`src/rtl/rtc_pkg.sv`:
```
`timescale 1ns/1ps
package rtc_pkg;

  typedef struct packed {
    logic [15:0] year;
    logic [7:0]  mon;
    logic [7:0]  mday;
    logic [7:0]  wday;
    logic [7:0]  hour;
    logic [7:0]  min;
    logic [7:0]  sec;
  } rtc_time_t;

  // register word addresses (counter order is fixed by read sequencing)
  localparam logic [3:0] A_SUB  = 4'd0;
  localparam logic [3:0] A_SEC  = 4'd1;
  localparam logic [3:0] A_MIN  = 4'd2;
  localparam logic [3:0] A_HOUR = 4'd3;
  localparam logic [3:0] A_WDAY = 4'd4;
  localparam logic [3:0] A_MDAY = 4'd5;
  localparam logic [3:0] A_MON  = 4'd6;
  localparam logic [3:0] A_YEAR = 4'd7;
  localparam logic [3:0] A_CTLA = 4'd8;
  localparam logic [3:0] A_CTLB = 4'd9;

  // control bit positions
  localparam int CA_CFLAG = 7;
  localparam int CA_CIE   = 4;
  localparam int CB_START = 0;
  localparam int CB_PCLR  = 1;
  localparam int CB_ADJ   = 2;
  localparam int CB_EN    = 3;
  localparam int CB_RATE  = 4;
  localparam int CB_PFLAG = 7;

  function automatic logic [7:0] bcd_inc(input logic [7:0] v);
    if (v[3:0] >= 4'd9) bcd_inc = {v[7:4] + 4'd1, 4'd0};
    else                bcd_inc = {v[7:4], v[3:0] + 4'd1};
  endfunction

  // packed BCD 00..99 divisible by four
  function automatic logic bcd_div4(input logic [7:0] v);
    if (v[4]) bcd_div4 = (v[3:0] == 4'd2) || (v[3:0] == 4'd6);
    else      bcd_div4 = (v[3:0] == 4'd0) || (v[3:0] == 4'd4) || (v[3:0] == 4'd8);
  endfunction

  function automatic logic is_leap(input logic [15:0] y);
    if (y[7:0] == 8'h00) is_leap = bcd_div4(y[15:8]);
    else                 is_leap = bcd_div4(y[7:0]);
  endfunction

  function automatic logic [7:0] month_days(input logic [7:0] m, input logic leap);
    case (m)
      8'h02:                      month_days = leap ? 8'h29 : 8'h28;
      8'h04, 8'h06, 8'h09, 8'h11: month_days = 8'h30;
      default:                    month_days = 8'h31;
    endcase
  endfunction

endpackage

```
`src/rtl/rtc_prescaler.sv`:
```
`timescale 1ns/1ps
module rtc_prescaler #(
  parameter int PW = 8
) (
  input  logic          clk,
  input  logic          rst_n,
  input  logic          tick,
  input  logic          run,
  input  logic          clr,
  input  logic [2:0]    rate,
  output logic [PW-1:0] cnt,
  output logic          sec_tick,
  output logic          per_evt
);

  logic [PW-1:0] cnt_q, cnt_d, cnt_inc, mask;
  int unsigned   sh;

  assign cnt_inc = cnt_q + 1'b1;

  // rate code -> number of low prescaler bits that must be zero
  always_comb begin
    case (rate)
      3'd1:    sh = 0;
      3'd2:    sh = 1;
      3'd3:    sh = 2;
      3'd4:    sh = 4;
      3'd5:    sh = PW - 2;
      3'd6:    sh = PW - 1;
      default: sh = PW;
    endcase
    mask = ~({PW{1'b1}} << sh);
  end

  always_comb begin
    cnt_d = cnt_q;
    if (clr)              cnt_d = '0;
    else if (run && tick) cnt_d = cnt_inc;
  end

  always_ff @(posedge clk or negedge rst_n) begin
    if (!rst_n) cnt_q <= '0;
    else        cnt_q <= cnt_d;
  end

  assign sec_tick = !clr && run && tick && (cnt_q == {PW{1'b1}});
  assign per_evt  = !clr && run && tick && (rate != 3'd0) && ((cnt_inc & mask) == '0);
  assign cnt      = cnt_q;

endmodule

```
`src/rtl/rtc_ctrl.sv`:
```
`timescale 1ns/1ps
module rtc_ctrl
  import rtc_pkg::*;
(
  input  logic       clk,
  input  logic       rst_n,
  input  logic       wr_a,
  input  logic       wr_b,
  input  logic [7:0] wd,
  input  logic       sec_tick,
  input  logic       per_evt,
  output logic       cflag,
  output logic       cie,
  output logic       start,
  output logic       pclr,
  output logic       en,
  output logic [2:0] rate,
  output logic       pflag,
  output logic       adj_pulse,
  output logic       run
);

  logic       cflag_d, cie_d, start_d, pclr_d, en_d, pflag_d;
  logic [2:0] rate_d;

  always_comb begin
    cflag_d = cflag;
    cie_d   = cie;
    start_d = start;
    pclr_d  = pclr;
    en_d    = en;
    rate_d  = rate;
    pflag_d = pflag;
    if (wr_a) begin
      cie_d = wd[CA_CIE];
      if (!wd[CA_CFLAG]) cflag_d = 1'b0;
    end
    if (sec_tick) cflag_d = 1'b1;
    if (wr_b) begin
      start_d = wd[CB_START];
      pclr_d  = wd[CB_PCLR];
      en_d    = wd[CB_EN];
      rate_d  = wd[CB_RATE +: 3];
      if (!wd[CB_PFLAG]) pflag_d = 1'b0;
    end
    if (per_evt) pflag_d = 1'b1;
  end

  always_ff @(posedge clk or negedge rst_n) begin
    if (!rst_n) begin
      cflag <= 1'b0;
      cie   <= 1'b0;
      start <= 1'b0;
      pclr  <= 1'b0;
      en    <= 1'b0;
      rate  <= 3'd0;
      pflag <= 1'b0;
    end else begin
      cflag <= cflag_d;
      cie   <= cie_d;
      start <= start_d;
      pclr  <= pclr_d;
      en    <= en_d;
      rate  <= rate_d;
      pflag <= pflag_d;
    end
  end

  assign adj_pulse = wr_b & wd[CB_ADJ];
  assign run       = start & en & ~pclr;

endmodule

```
`src/rtl/rtc_calendar.sv`:
```
`timescale 1ns/1ps
module rtc_calendar
  import rtc_pkg::*;
(
  input  logic        clk,
  input  logic        rst_n,
  input  logic        step,
  input  logic        adj,
  input  logic        run,
  input  logic        wr_en,
  input  logic [3:0]  waddr,
  input  logic [15:0] wdata,
  output rtc_time_t   t
);

  rtc_time_t t_q, t_d;
  logic roll_min, roll_hr, roll_day, roll_mon, roll_yr;

  always_comb begin
    t_d      = t_q;
    roll_min = 1'b0;
    roll_hr  = 1'b0;
    roll_day = 1'b0;
    roll_mon = 1'b0;
    roll_yr  = 1'b0;

    if (adj) begin
      t_d.sec  = 8'h00;
      roll_min = (t_q.sec >= 8'h30);
    end else if (step) begin
      if (t_q.sec >= 8'h59) begin
        t_d.sec  = 8'h00;
        roll_min = 1'b1;
      end else begin
        t_d.sec = bcd_inc(t_q.sec);
      end
    end else if (wr_en && !run) begin
      case (waddr)
        A_SEC:   t_d.sec  = wdata[7:0];
        A_MIN:   t_d.min  = wdata[7:0];
        A_HOUR:  t_d.hour = wdata[7:0];
        A_WDAY:  t_d.wday = wdata[7:0];
        A_MDAY:  t_d.mday = wdata[7:0];
        A_MON:   t_d.mon  = wdata[7:0];
        A_YEAR:  t_d.year = wdata;
        default: ;
      endcase
    end

    if (roll_min) begin
      if (t_q.min >= 8'h59) begin t_d.min = 8'h00; roll_hr = 1'b1; end
      else t_d.min = bcd_inc(t_q.min);
    end
    if (roll_hr) begin
      if (t_q.hour >= 8'h23) begin t_d.hour = 8'h00; roll_day = 1'b1; end
      else t_d.hour = bcd_inc(t_q.hour);
    end
    if (roll_day) begin
      t_d.wday = (t_q.wday >= 8'h06) ? 8'h00 : bcd_inc(t_q.wday);
      if (t_q.mday >= month_days(t_q.mon, is_leap(t_q.year))) begin
        t_d.mday = 8'h01;
        roll_mon = 1'b1;
      end else begin
        t_d.mday = bcd_inc(t_q.mday);
      end
    end
    if (roll_mon) begin
      if (t_q.mon >= 8'h12) begin t_d.mon = 8'h01; roll_yr = 1'b1; end
      else t_d.mon = bcd_inc(t_q.mon);
    end
    if (roll_yr) begin
      if (t_q.year[7:0] >= 8'h99) begin
        t_d.year[7:0]  = 8'h00;
        t_d.year[15:8] = (t_q.year[15:8] >= 8'h99) ? 8'h00 : bcd_inc(t_q.year[15:8]);
      end else begin
        t_d.year[7:0] = bcd_inc(t_q.year[7:0]);
      end
    end
  end

  always_ff @(posedge clk or negedge rst_n) begin
    if (!rst_n) begin
      t_q.sec  <= 8'h00;
      t_q.min  <= 8'h00;
      t_q.hour <= 8'h00;
      t_q.wday <= 8'h00;
      t_q.mday <= 8'h01;
      t_q.mon  <= 8'h01;
      t_q.year <= 16'h2000;
    end else begin
      t_q <= t_d;
    end
  end

  assign t = t_q;

endmodule

```
`src/rtl/bcd_rtc_core.sv`:
```
`timescale 1ns/1ps
module bcd_rtc_core
  import rtc_pkg::*;
#(
  parameter int DW = 16,
  parameter int AW = 4,
  parameter int PW = 8
) (
  input  logic          clk,
  input  logic          rst_n,
  input  logic          tick,
  input  logic          wr_en,
  input  logic [AW-1:0] addr,
  input  logic [DW-1:0] wdata,
  output logic [DW-1:0] rdata,
  output logic          carry_irq,
  output logic          periodic_irq
);

  localparam int SUBW = PW - 1;

  logic          rst_m, rst_sn;
  logic          wr_a, wr_b;
  logic          cflag, cie, start, pclr, en, pflag, adj_pulse, run;
  logic [2:0]    rate;
  logic [PW-1:0] presc;
  logic          sec_tick, per_evt;
  logic [3:0]    raddr;
  rtc_time_t     tm;

  // asynchronous assert, synchronous release
  always_ff @(posedge clk or negedge rst_n) begin
    if (!rst_n) begin
      rst_m  <= 1'b0;
      rst_sn <= 1'b0;
    end else begin
      rst_m  <= 1'b1;
      rst_sn <= rst_m;
    end
  end

  assign raddr = 4'(addr);
  assign wr_a  = wr_en && (raddr == A_CTLA);
  assign wr_b  = wr_en && (raddr == A_CTLB);

  rtc_ctrl u_ctrl (
    .clk(clk), .rst_n(rst_sn), .wr_a(wr_a), .wr_b(wr_b), .wd(wdata[7:0]),
    .sec_tick(sec_tick), .per_evt(per_evt),
    .cflag(cflag), .cie(cie), .start(start), .pclr(pclr), .en(en),
    .rate(rate), .pflag(pflag), .adj_pulse(adj_pulse), .run(run)
  );

  rtc_prescaler #(.PW(PW)) u_presc (
    .clk(clk), .rst_n(rst_sn), .tick(tick), .run(run),
    .clr(pclr | adj_pulse), .rate(rate),
    .cnt(presc), .sec_tick(sec_tick), .per_evt(per_evt)
  );

  rtc_calendar u_cal (
    .clk(clk), .rst_n(rst_sn), .step(sec_tick), .adj(adj_pulse), .run(run),
    .wr_en(wr_en), .waddr(raddr), .wdata(wdata[15:0]), .t(tm)
  );

  always_comb begin
    rdata = '0;
    case (raddr)
      A_SUB:   rdata[SUBW-1:0] = presc[PW-1:1];
      A_SEC:   rdata[7:0]  = tm.sec;
      A_MIN:   rdata[7:0]  = tm.min;
      A_HOUR:  rdata[7:0]  = tm.hour;
      A_WDAY:  rdata[7:0]  = tm.wday;
      A_MDAY:  rdata[7:0]  = tm.mday;
      A_MON:   rdata[7:0]  = tm.mon;
      A_YEAR:  rdata[15:0] = tm.year;
      A_CTLA: begin
        rdata[CA_CFLAG] = cflag;
        rdata[CA_CIE]   = cie;
      end
      A_CTLB: begin
        rdata[CB_START]      = start;
        rdata[CB_PCLR]       = pclr;
        rdata[CB_EN]         = en;
        rdata[CB_RATE +: 3]  = rate;
        rdata[CB_PFLAG]      = pflag;
      end
      default: ;
    endcase
  end

  assign carry_irq    = cflag & cie;
  assign periodic_irq = pflag & (rate != 3'd0);

endmodule

```
`config.mk`:
```
export PLATFORM = sky130hd
export DESIGN_NAME = bcd_rtc_core
export DESIGN_NICKNAME = d
export VERILOG_FILES = /design/src/rtl/rtc_pkg.sv /design/src/rtl/rtc_prescaler.sv /design/src/rtl/rtc_ctrl.sv /design/src/rtl/rtc_calendar.sv /design/src/rtl/bcd_rtc_core.sv
export SDC_FILE = /design/constraint.sdc
export NUM_CORES = 1
export LEC_CHECK = 0
export CORE_UTILIZATION = 49
export CTS_BUF_LIST = sky130_fd_sc_hd__clkbuf_4 sky130_fd_sc_hd__clkbuf_8 sky130_fd_sc_hd__clkbuf_16
export DETAILED_ROUTE_END_ITERATION = 16
export DONT_BUFFER_PORTS = 1
export PLACE_DENSITY = 0.75
export SLEW_MARGIN = 20
export SYNTH_ARGS = -nofsm -noshare
export SYNTH_HDL_FRONTEND = slang
export SYNTH_SLANG_ARGS = --single-unit
```
`constraint.sdc`:
```
create_clock -name clk -period 2.7 [get_ports clk]
set_input_delay 0 -clock clk [delete_from_list [all_inputs] [get_ports clk]]
set_output_delay 0 -clock clk [all_outputs]
set_load 0.05 [all_outputs]
```
-- After elaboration in Yosys (flattened, before gate mapping)
Index checks and enable logic that the tools add are counted.
- bits in registers: 83
- input bits: 24
- output and inout bits: 18
- add/sub/neg operators: 17
- order comparisons: 17
- equal/unequal tests: 49
- shifts and indexed selects: 1
- muxes and demuxes: 67
- bitwise logic cells: 9
- reduce and logical (&&, ||, !) cells: 56
- operators with widths (operator ; number):
    2-to-1 mux 8 bit ; 32
    2-to-1 mux 56 bit ; 2
    adder 4 x 1 -> 4 bit, second input constant ; 16
    2-to-1 mux 64 bit ; 1
    2-to-1 mux 16 bit ; 3
    case mux 2 bit (9 select lines) ; 2
    == test 4 x 3 -> 1 bit, second input constant ; 8
    greater-or-equal comparator 4 bit, second input constant ; 8
    AND reduction 5 bit ; 6
    nonzero test 2 bit ; 14
    inequality test 2 x 1 -> 1 bit, second input constant ; 12
    case mux 4 bit (6 select lines) ; 1
    AND reduction 4 bit ; 6
    2-to-1 mux 1 bit ; 21
    inequality test 3 bit, second input constant ; 6
    case mux 1 bit (9 select lines) ; 2
    == test 4 x 2 -> 1 bit, second input constant ; 4
    == test 4 bit, second input constant ; 4
    == test 8 x 3 -> 1 bit, second input constant ; 2
    greater-or-equal comparator 8 x 6 -> 1 bit, second input constant ; 2
    greater-or-equal comparator 8 x 7 -> 1 bit, second input constant ; 2
    greater-or-equal comparator 8 bit, second input constant ; 2
    zero test 8 bit ; 2
    case mux 8 bit (2 select lines) ; 1
    30 further kinds ; 57

-- Logic depth before layout (Yosys ltp)
Gate-level depths: netlist of the first run.
- depth after elaboration: 22
- mapped depth: 16

-- Cells and area by module
From an unflattened synthesis of the first run, not the netlist that was laid out.
- cell total of the unflattened synthesis: 718
- area total of the unflattened synthesis: 6632.6 µm²
- modules (own cells, without submodules) (module ; times used ; cells an instance ; area each (µm²) ; sequential area each (µm²)):
    rtc_calendar ; 1 ; 510 ; 4740.8 ; 1605.3
    bcd_rtc_core ; 1 ; 117 ; 938.4 ; 50.0
    rtc_prescaler ; 1 ; 67 ; 574.3 ; 200.2
    rtc_ctrl ; 1 ; 24 ; 379.1 ; 225.2

-- Least setup slack after synthesis of the first run
No wires, ideal clock.
- path type: reg-to-reg
- start: register u_cal.t_q, in the netlist u_cal.t[40]
- end: register u_cal.t_q, in the netlist u_cal.t[36]
- data arrival time: 3.191 ns
- setup slack: -0.616 ns
- stages on the path, launching flop included: 16
- buffers on the path: 1
- period minus slack after synthesis: 3.316 ns
- cells stage by stage: dfstp_2 > inv_1 > ha_1 > o211ai_1 > a21oi_1 > a31oi_1 > nor3_1 > a21oi_1 > ha_1 > nor4b_1 > o22a_1 > nand2_1 > or3_1 > buf_2 > nand2_1 > mux2_2
- word-level cells in the longest chain between the ends: 7
- elaborated cells between the ends (all ways): 13
- classes of those cells: 1 x order compare; 6 x eq/ne; 4 x mux; 2 x reduce/logical
- RTL lines (what ; line ; RTL):
    start, declared ; rtc_calendar.sv:16 ; rtc_time_t t_q, t_d;
    start signal, assigned ; rtc_calendar.sv:91 ; t_q <= t_d;
    == test 8 x 3 -> 1 bit, or another cell as far along ; rtc_pkg.sv:53 ; case (m)
    OR reduction 4 bit ; rtc_pkg.sv:53 ;
    case mux 8 bit (2 select lines) * ; rtc_pkg.sv:53 ;
    2-to-1 mux 8 bit * ; rtc_calendar.sv:58 ; if (roll_day) begin
    greater-or-equal comparator 8 bit * ; rtc_calendar.sv:60 ; if (t_q.mday >= month_days(t_q.mon, is_leap(t_q.year))) begin
    inequality test 3 bit (no line) / 2-to-1 mux 8 bit (equally long branches) ; n/a ;
    AND reduction 5 bit (no line) / 2-to-1 mux 16 bit (equally long branches) ; n/a ;
Mark *: on every way between the ends. The rest lies on a longest branch, timed or not. The select of a mux whose other input is x is not followed.
A chain may end at the register's enable or synchronous reset.

-- Worst setup path in the final report of the first run
- start: register u_cal.t_q, in the netlist u_cal.t[49]
- end: register u_cal.t_q, in the netlist u_cal.t[39]
- word-level cells in the longest chain between the ends: 12
- elaborated cells between the ends (all ways): 20
- classes of those cells: 1 x order compare; 5 x eq/ne; 8 x mux; 6 x reduce/logical
- RTL lines (what ; line ; RTL):
    == test 4 x 3 -> 1 bit / zero test 4 bit (equally long branches) ; rtc_pkg.sv:44 ; else bcd_div4 = (v[3:0] == 4'd0) || (v[3:0] == 4'd4) || (v[3:0] == 4'd8);
    logical OR 1 bit (2 in a row) ; rtc_pkg.sv:44 ;
    2-to-1 mux 1 bit ; rtc_pkg.sv:43 ; if (v[4]) bcd_div4 = (v[3:0] == 4'd2) || (v[3:0] == 4'd6);
    2-to-1 mux 1 bit * ; rtc_pkg.sv:48 ; if (y[7:0] == 8'h00) is_leap = bcd_div4(y[15:8]);
    2-to-1 mux 1 bit * ; rtc_calendar.sv:58 ;
    2-to-1 mux 1 bit * ; rtc_pkg.sv:54 ; 8'h02: month_days = leap ? 8'h29 : 8'h28;
    case mux 8 bit (2 select lines) * ; rtc_pkg.sv:53 ;
    2-to-1 mux 8 bit * ; rtc_calendar.sv:58 ;
    greater-or-equal comparator 8 bit * ; rtc_calendar.sv:60 ;
    inequality test 3 bit (no line) / 2-to-1 mux 8 bit (equally long branches) ; n/a ;
    AND reduction 5 bit (no line) / 2-to-1 mux 16 bit (equally long branches) ; n/a ;
Marks and branches as above.

==> impl_metrics.tcl, run 1 <==
set metrics [dict create \
    cts_buffers 9 \
    vias 6309 \
    required_ps 2950 \
    fillers 982 \
    drive_gt1_share_pct 25.85 \
    drc 0 \
    max_cap_violations 0 \
    fin_nets 893 \
    cp-start-kind "flip-flop" \
    synth_enable_flop_cells 0 \
    cts_tree "built" \
    synth_area_um2 6128 \
    routed_wl_um 20900 \
    critPathMaxStageDelay_ps 440 \
    finalCritPeriodShare_pct 117.9 \
    drtPass1Iterations 6 \
    path_cells "inv_2 -> ha_4 -> nor4bb_4 -> o2111ai_2 -> a21oi_2 -> a21oi_1 -> ha_1 -> nor4b_2 -> o22a_2 -> nand2_2 -> or3_4 -> nand2_4 -> mux2_4" \
    diodes 0 \
    avgViaCountPerCell 6.386 \
    grt_pass1_wl_um 33080 \
    ys_seq_elements 83 \
    wl_per_cell_um 21.15 \
    clk_latency_ps 360 \
    areaGrowthSynthToFinish_pct 28.85 \
    finalHoldViolations 0 \
    hp-class "primary input to flip-flop" \
    cp.arrival_ps 3430 \
    htreeDepth 3 \
    ir_worst_vdd_v 0.0004280 \
    die_h_um 113.8 \
    worst_slew_pin_slew_ps 751.6 \
    path_class "flip-flop to flip-flop" \
    cpMaxStageDelayCell "or3_4" \
    path_buf_inv 1 \
    setup_viol 32 \
    antenna_found_initial 0 \
    ys.flop_type "dfrtp_1" \
    core_area_um2 12110 \
    grt.total_usage_pct 33.44 \
    maxSlewHeadroom_pct 49.74 \
    synth_cells 702 \
    io_buffers 0 \
    path_max_fanout 6 \
    gp_congestion 0.9759 \
    clock_sinks 83 \
    dpl_cell_area_um2 7023 \
    async_flop_share_pct 100.0 \
    cp-end-kind "flip-flop" \
    design.die.area_um2 12960 \
    tns_ps -12120 \
    final_max_slew_viol_count 0 \
    root_buffer "clkbuf_16" \
    grt-ovfl-total 0 \
    p_leak_nw 3.546 \
    die_x_um 113.8 \
    synth_warnings 0 \
    period_needed_ps 3183 \
    yosysSeqAreaShare_pct 33.95 \
    fmax_ghz 0.3142 \
    grt_max_degree 82 \
    grt_pass1_vias 6126 \
    dp_hpwl_um 14910 \
    status "finished with violations" \
    io_pins 42 \
    antenna_left 0 \
    dr.first_iter.drc_count 642 \
    num_rows 40 \
    synth_fp_nets 780 \
    cts_buffer_depth 2 \
    violations "setup timing" \
    power.density_nw_per_um2 638.9 \
    avgSynthCellArea_um2 8.730 \
    rsz0062_at_grt "true" \
    ys_types 72 \
    final_area_um2 7896 \
    fin_skew_ps 8.000 \
    initial_core_util_pct 50.60 \
    clk_pin_slew_ps 70 \
    critPathTopFamily "simple AND/OR/NAND/NOR gates" \
    p_total_w 0.005045 \
    setup_slack_ps -482.8 \
]
[cells in the mapped netlist (all sizes together), types with 10 or more instances]
library cell  number  area, um^2
a21oi             37       185.2
a22o              10       87.58
a22oi             31       232.7
and2              15       93.84
and3              17       106.4
clkbuf            12       45.04
dfrtp             80        2002
ha                54       675.7
inv               47       176.4
mux2              20       225.2
nand2             72       272.8
nand2b            10       62.56
nand3             30       150.1
nand4             13       81.33
nor2              34       127.6
nor3              21       116.4
o21ai             52       260.3
o31ai             15       112.6
[worst paths after layout]
kind	from	to	slack (ps)	cells past startpoint
max in group asynchronous	rst_sn	u_cal.t[40]	1760	1
setup / recovery	u_cal.t[49]	u_cal.t[39]	-480	13
hold / removal	wr_en	u_presc.cnt[4]	60	2
hold reg to reg	rst_sn	u_cal.t[5]	270	0
min in group asynchronous	rst_sn	u_cal.t[5]	270	0
setup reg to reg	u_cal.t[49]	u_cal.t[39]	-480	13
[sequential cells by signal, summed over array words and instances (netlist names)]
name and count:
u_ctrl.en 1, u_ctrl.cflag 1, u_ctrl.cie 1, u_ctrl.rate 3
u_presc.cnt 8, u_ctrl.start 1, u_ctrl.pflag 1, u_ctrl.pclr 1
u_cal.t 64, rst_sn 1, rst_m 1
[per-stage QoR]
step / instances / setup slack (ps) / util (%) / hold slack (ps)
2_1_floorplan: 702 / -326.9 / - / -295.6
3_3_place_gp: 940 / -530.8 / 57.99 / -295.5
3_5_place_dp: 940 / -708.9 / 57.99 / -295.5
4_1_cts: 982 / -530.2 / 63.85 / 39.59
5_1_grt: 988 / -640.5 / 65.20 / 70.40
6_report: 988 / -482.8 / 65.20 / 63.97
[metal layers]
| layer | wire (um) | GRT usage (%) |
|---|---|---|
| met1 | 8504 | 42.26 |
| met2 | 9905 | 54.80 |
| met3 | 1590 | 6.323 |
| met4 | 902 | 17.06 |
| met5 | 0 | 0 |
[timing repair]
action,CTS,global route
hold buffers,20,0
endpoints found under the setup margin,32,40
endpoints found under the hold margin,32,0
pin swaps,35,18
setup buffers,7,5
gates resized for setup,55,25
[cells by family after synthesis]
| logic type | synth area share [%] |
|---|---|
| AND/OR/NAND/NOR | 20.64 |
| AO/OA/AOI/OAI | 25.19 |
| flip-flops | 33.95 |
| buffers and inverters | 4.083 |
| adder cells (fa/ha/maj) | 11.02 |
| multiplexers | 4.328 |
| XOR/XNOR | 0.7145 |
| other | 0.06119 |
[cells in the final DEF, fill, tap and decap left out, types with 6 or more instances in the layout]
cell	n
inv_2	7
o21a_1	8
dlygate4sd3_1	20
o21ai_1	8
o211ai_1	8
nor3_1	16
and3_1	15
nand4_1	13
dfrtp_1	79
buf_4	88
and2_1	14
a22oi_1	31
a22o_1	10
a21oi_1	33
buf_6	11
nand2b_1	10
nand2_1	63
nor2_1	31
clkbuf_16	9
nor3b_1	8
mux2_2	18
a31oi_1	8
o21ai_0	38
nand3_1	29
ha_1	49
o31ai_1	14
inv_1	39
o22ai_1	6
nand2_2	6
[layout make-up]
class	count	area, um^2	area share, %
Timing Repair Buffer	120	1012	12.82
Inverter	47	178.9	2.266
Clock inverter	6	48.80	0.6180
Tap cell	168	210.2	2.662
Sequential cell	83	2085	26.40
Multi-Input combinational cell	554	4123	52.21
Clock buffer	10	239.0	3.026
[where the power goes]
part / internal [W] / total, W / switching (W)
registers: 0.00149 / 0.00184 / 0.000349
logic: 0.000849 / 0.00195 / 0.00110
clock network: 0.000659 / 0.00125 / 0.000588
total: 0.00300 / 0.00504 / 0.00204
No activity file was read; power rests on OpenSTA's default activity.
==> run 2: changes to the inputs <==
- CORE_UTILIZATION: 49 -> 55
- PLACE_DENSITY: 0.75 -> 0.82
==> impl_metrics.tcl, run 2 (same netlist as run 1, synthesis figures left out) <==
set metrics [dict create \
    status "finished with violations" \
    violations "setup timing" \
    ir_worst_vdd_v 0.0004793 \
    multi_input_area_um2 4058 \
    areaGrowthSynthToFinish_pct 25.97 \
    setup_slack_ps -498.7 \
    root_buffer "clkbuf_8" \
    vias 6310 \
    holdWs_ps 35.21 \
    clk_pin_slew_ps 80 \
    finalHoldViolations 0 \
    min_from "addr[2]" \
    worst_slew_pin_slew_ps 764.6 \
    design.die.area_um2 11570 \
    avgViaCountPerCell 6.573 \
    num_rows 38 \
    fin_skew_ps 8.275 \
    drc 0 \
    cts_tree "built" \
    final_common_cell "buf_4" \
    setup_viol 32 \
    htreeDepth 3 \
    clock_sinks 83 \
    cts_buffers 9 \
    wl_per_cell_um 20.89 \
    grt_pass1_wl_um 31220 \
    grt-ovfl-total 0 \
    cp-start-kind "flip-flop" \
    path_class "flip-flop to flip-flop" \
    final_max_slew_viol_count 0 \
    antenna_left 0 \
    path_max_fanout 5 \
    final_cell_mix "buf_4, dfrtp_1, nand2_1" \
    final_core_util_pct 71.21 \
    grt_max_degree 82 \
    grt_pass1_vias 6076 \
    p_leak_nw 3.468 \
    clk_latency_ps 390 \
    required_ps 3020 \
    regArea_um2 2085 \
    dpl_worst_slack_ps -603.1 \
    fillers 772 \
    period_needed_ps 3199 \
    max_cap_violations 0 \
    finalCritPeriodShare_pct 118.5 \
    cp-end-kind "flip-flop" \
    maxSlewHeadroom_pct 48.63 \
    routed_wl_um 20050 \
    dp_hpwl_um 14760 \
    core_area_um2 10840 \
    fmax_ghz 0.3126 \
    drive_gt1_share_pct 24.51 \
    die_x_um 107.6 \
    antenna_found_initial 0 \
    hp-class "primary input to flip-flop" \
    die_h_um 107.6 \
    crit_start "u_cal.t[40]" \
    diodes 0 \
    cts_buffer_depth 2 \
    dpl_cell_area_um2 7000 \
    r2r_start "u_cal.t[40]" \
    power.density_nw_per_um2 612.2 \
    final_area_um2 7720 \
    cp.arrival_ps 3520 \
    largest_reg_flops 64 \
    io_buffers 0 \
    dr.first_iter.drc_count 761 \
    p_total_w 0.004726 \
    drtPass1Iterations 6 \
    io_pins 42 \
    grt.total_usage_pct 35.73 \
    initial_core_util_pct 56.53 \
    gp_congestion 0.9823 \
    rsz0062_at_grt "true" \
    fin_nets 893 \
]
-- run 2: final cells by class --
cell class,count,area share (%)
Tap cell,140,2.269
Multi-Input combinational cell,554,52.56
Sequential cell,83,27.00
Clock inverter,4,0.6159
Timing Repair Buffer,120,13.10
Inverter,47,2.318
Clock buffer,12,2.139
-- run 2: metal layers --
layer / vias to the layer above / track usage, % / share of wire, %
li1: 2850 / - / -
met1: 3058 / 43.79 / 39
met2: 330 / 59.07 / 48
met3: 72 / 6.780 / 8.3
met4: 0 / 19.77 / 4.3
met5: - / 0 / 0
-- run 2: power breakdown --
group	internal (W)	total, W	switching [W]	leakage (nW)
registers	0.00149	0.00182	0.000330	1.05
logic	0.000847	0.00193	0.00108	2.31
clock network	0.000500	0.000971	0.000472	0.108
-- run 2: through the flow --
stage / TNS (ps) / instances
final: -11660 / 960
after floorplan: -4118 / 702
after CTS: -13250 / 950
after detailed placement: -14240 / 912
after global routing: -15360 / 960
after global placement: -10560 / 912
-- run 2: worst max-delay path: stages (launching register included) --
cell and delay (ps):
dfstp_2 580, inv_4 60, ha_4 140, o211ai_1 200, a21oi_2 90, a31oi_2 170, nor3_2 70, a21oi_2 130
ha_1 250, nor4b_2 240, o22a_2 240, nand2_2 70, or3_4 420, buf_6 150, o21ai_1 160, a22o_1 160
-- run 2: worst paths after layout --
kind	endpoint	slack, ps	cells past startpoint
worst max-delay path	u_cal.t[34]	-500	15
worst max register to register	u_cal.t[34]	-500	15
min in group asynchronous	u_cal.t[5]	320	0
worst min-delay path	u_cal.t[19]	40	4
worst min register to register	u_cal.t[5]	320	0
max in group asynchronous	u_cal.t[61]	1690	1
-- run 2: what timing repair did --
item,in CTS,in global routing
resized for setup,17,44
endpoints found under the setup margin,32,35
endpoints found under the hold margin,34,0
hold buffers,22,0
pin swaps,5,36
buffers inserted,0,9
cloned,0,0
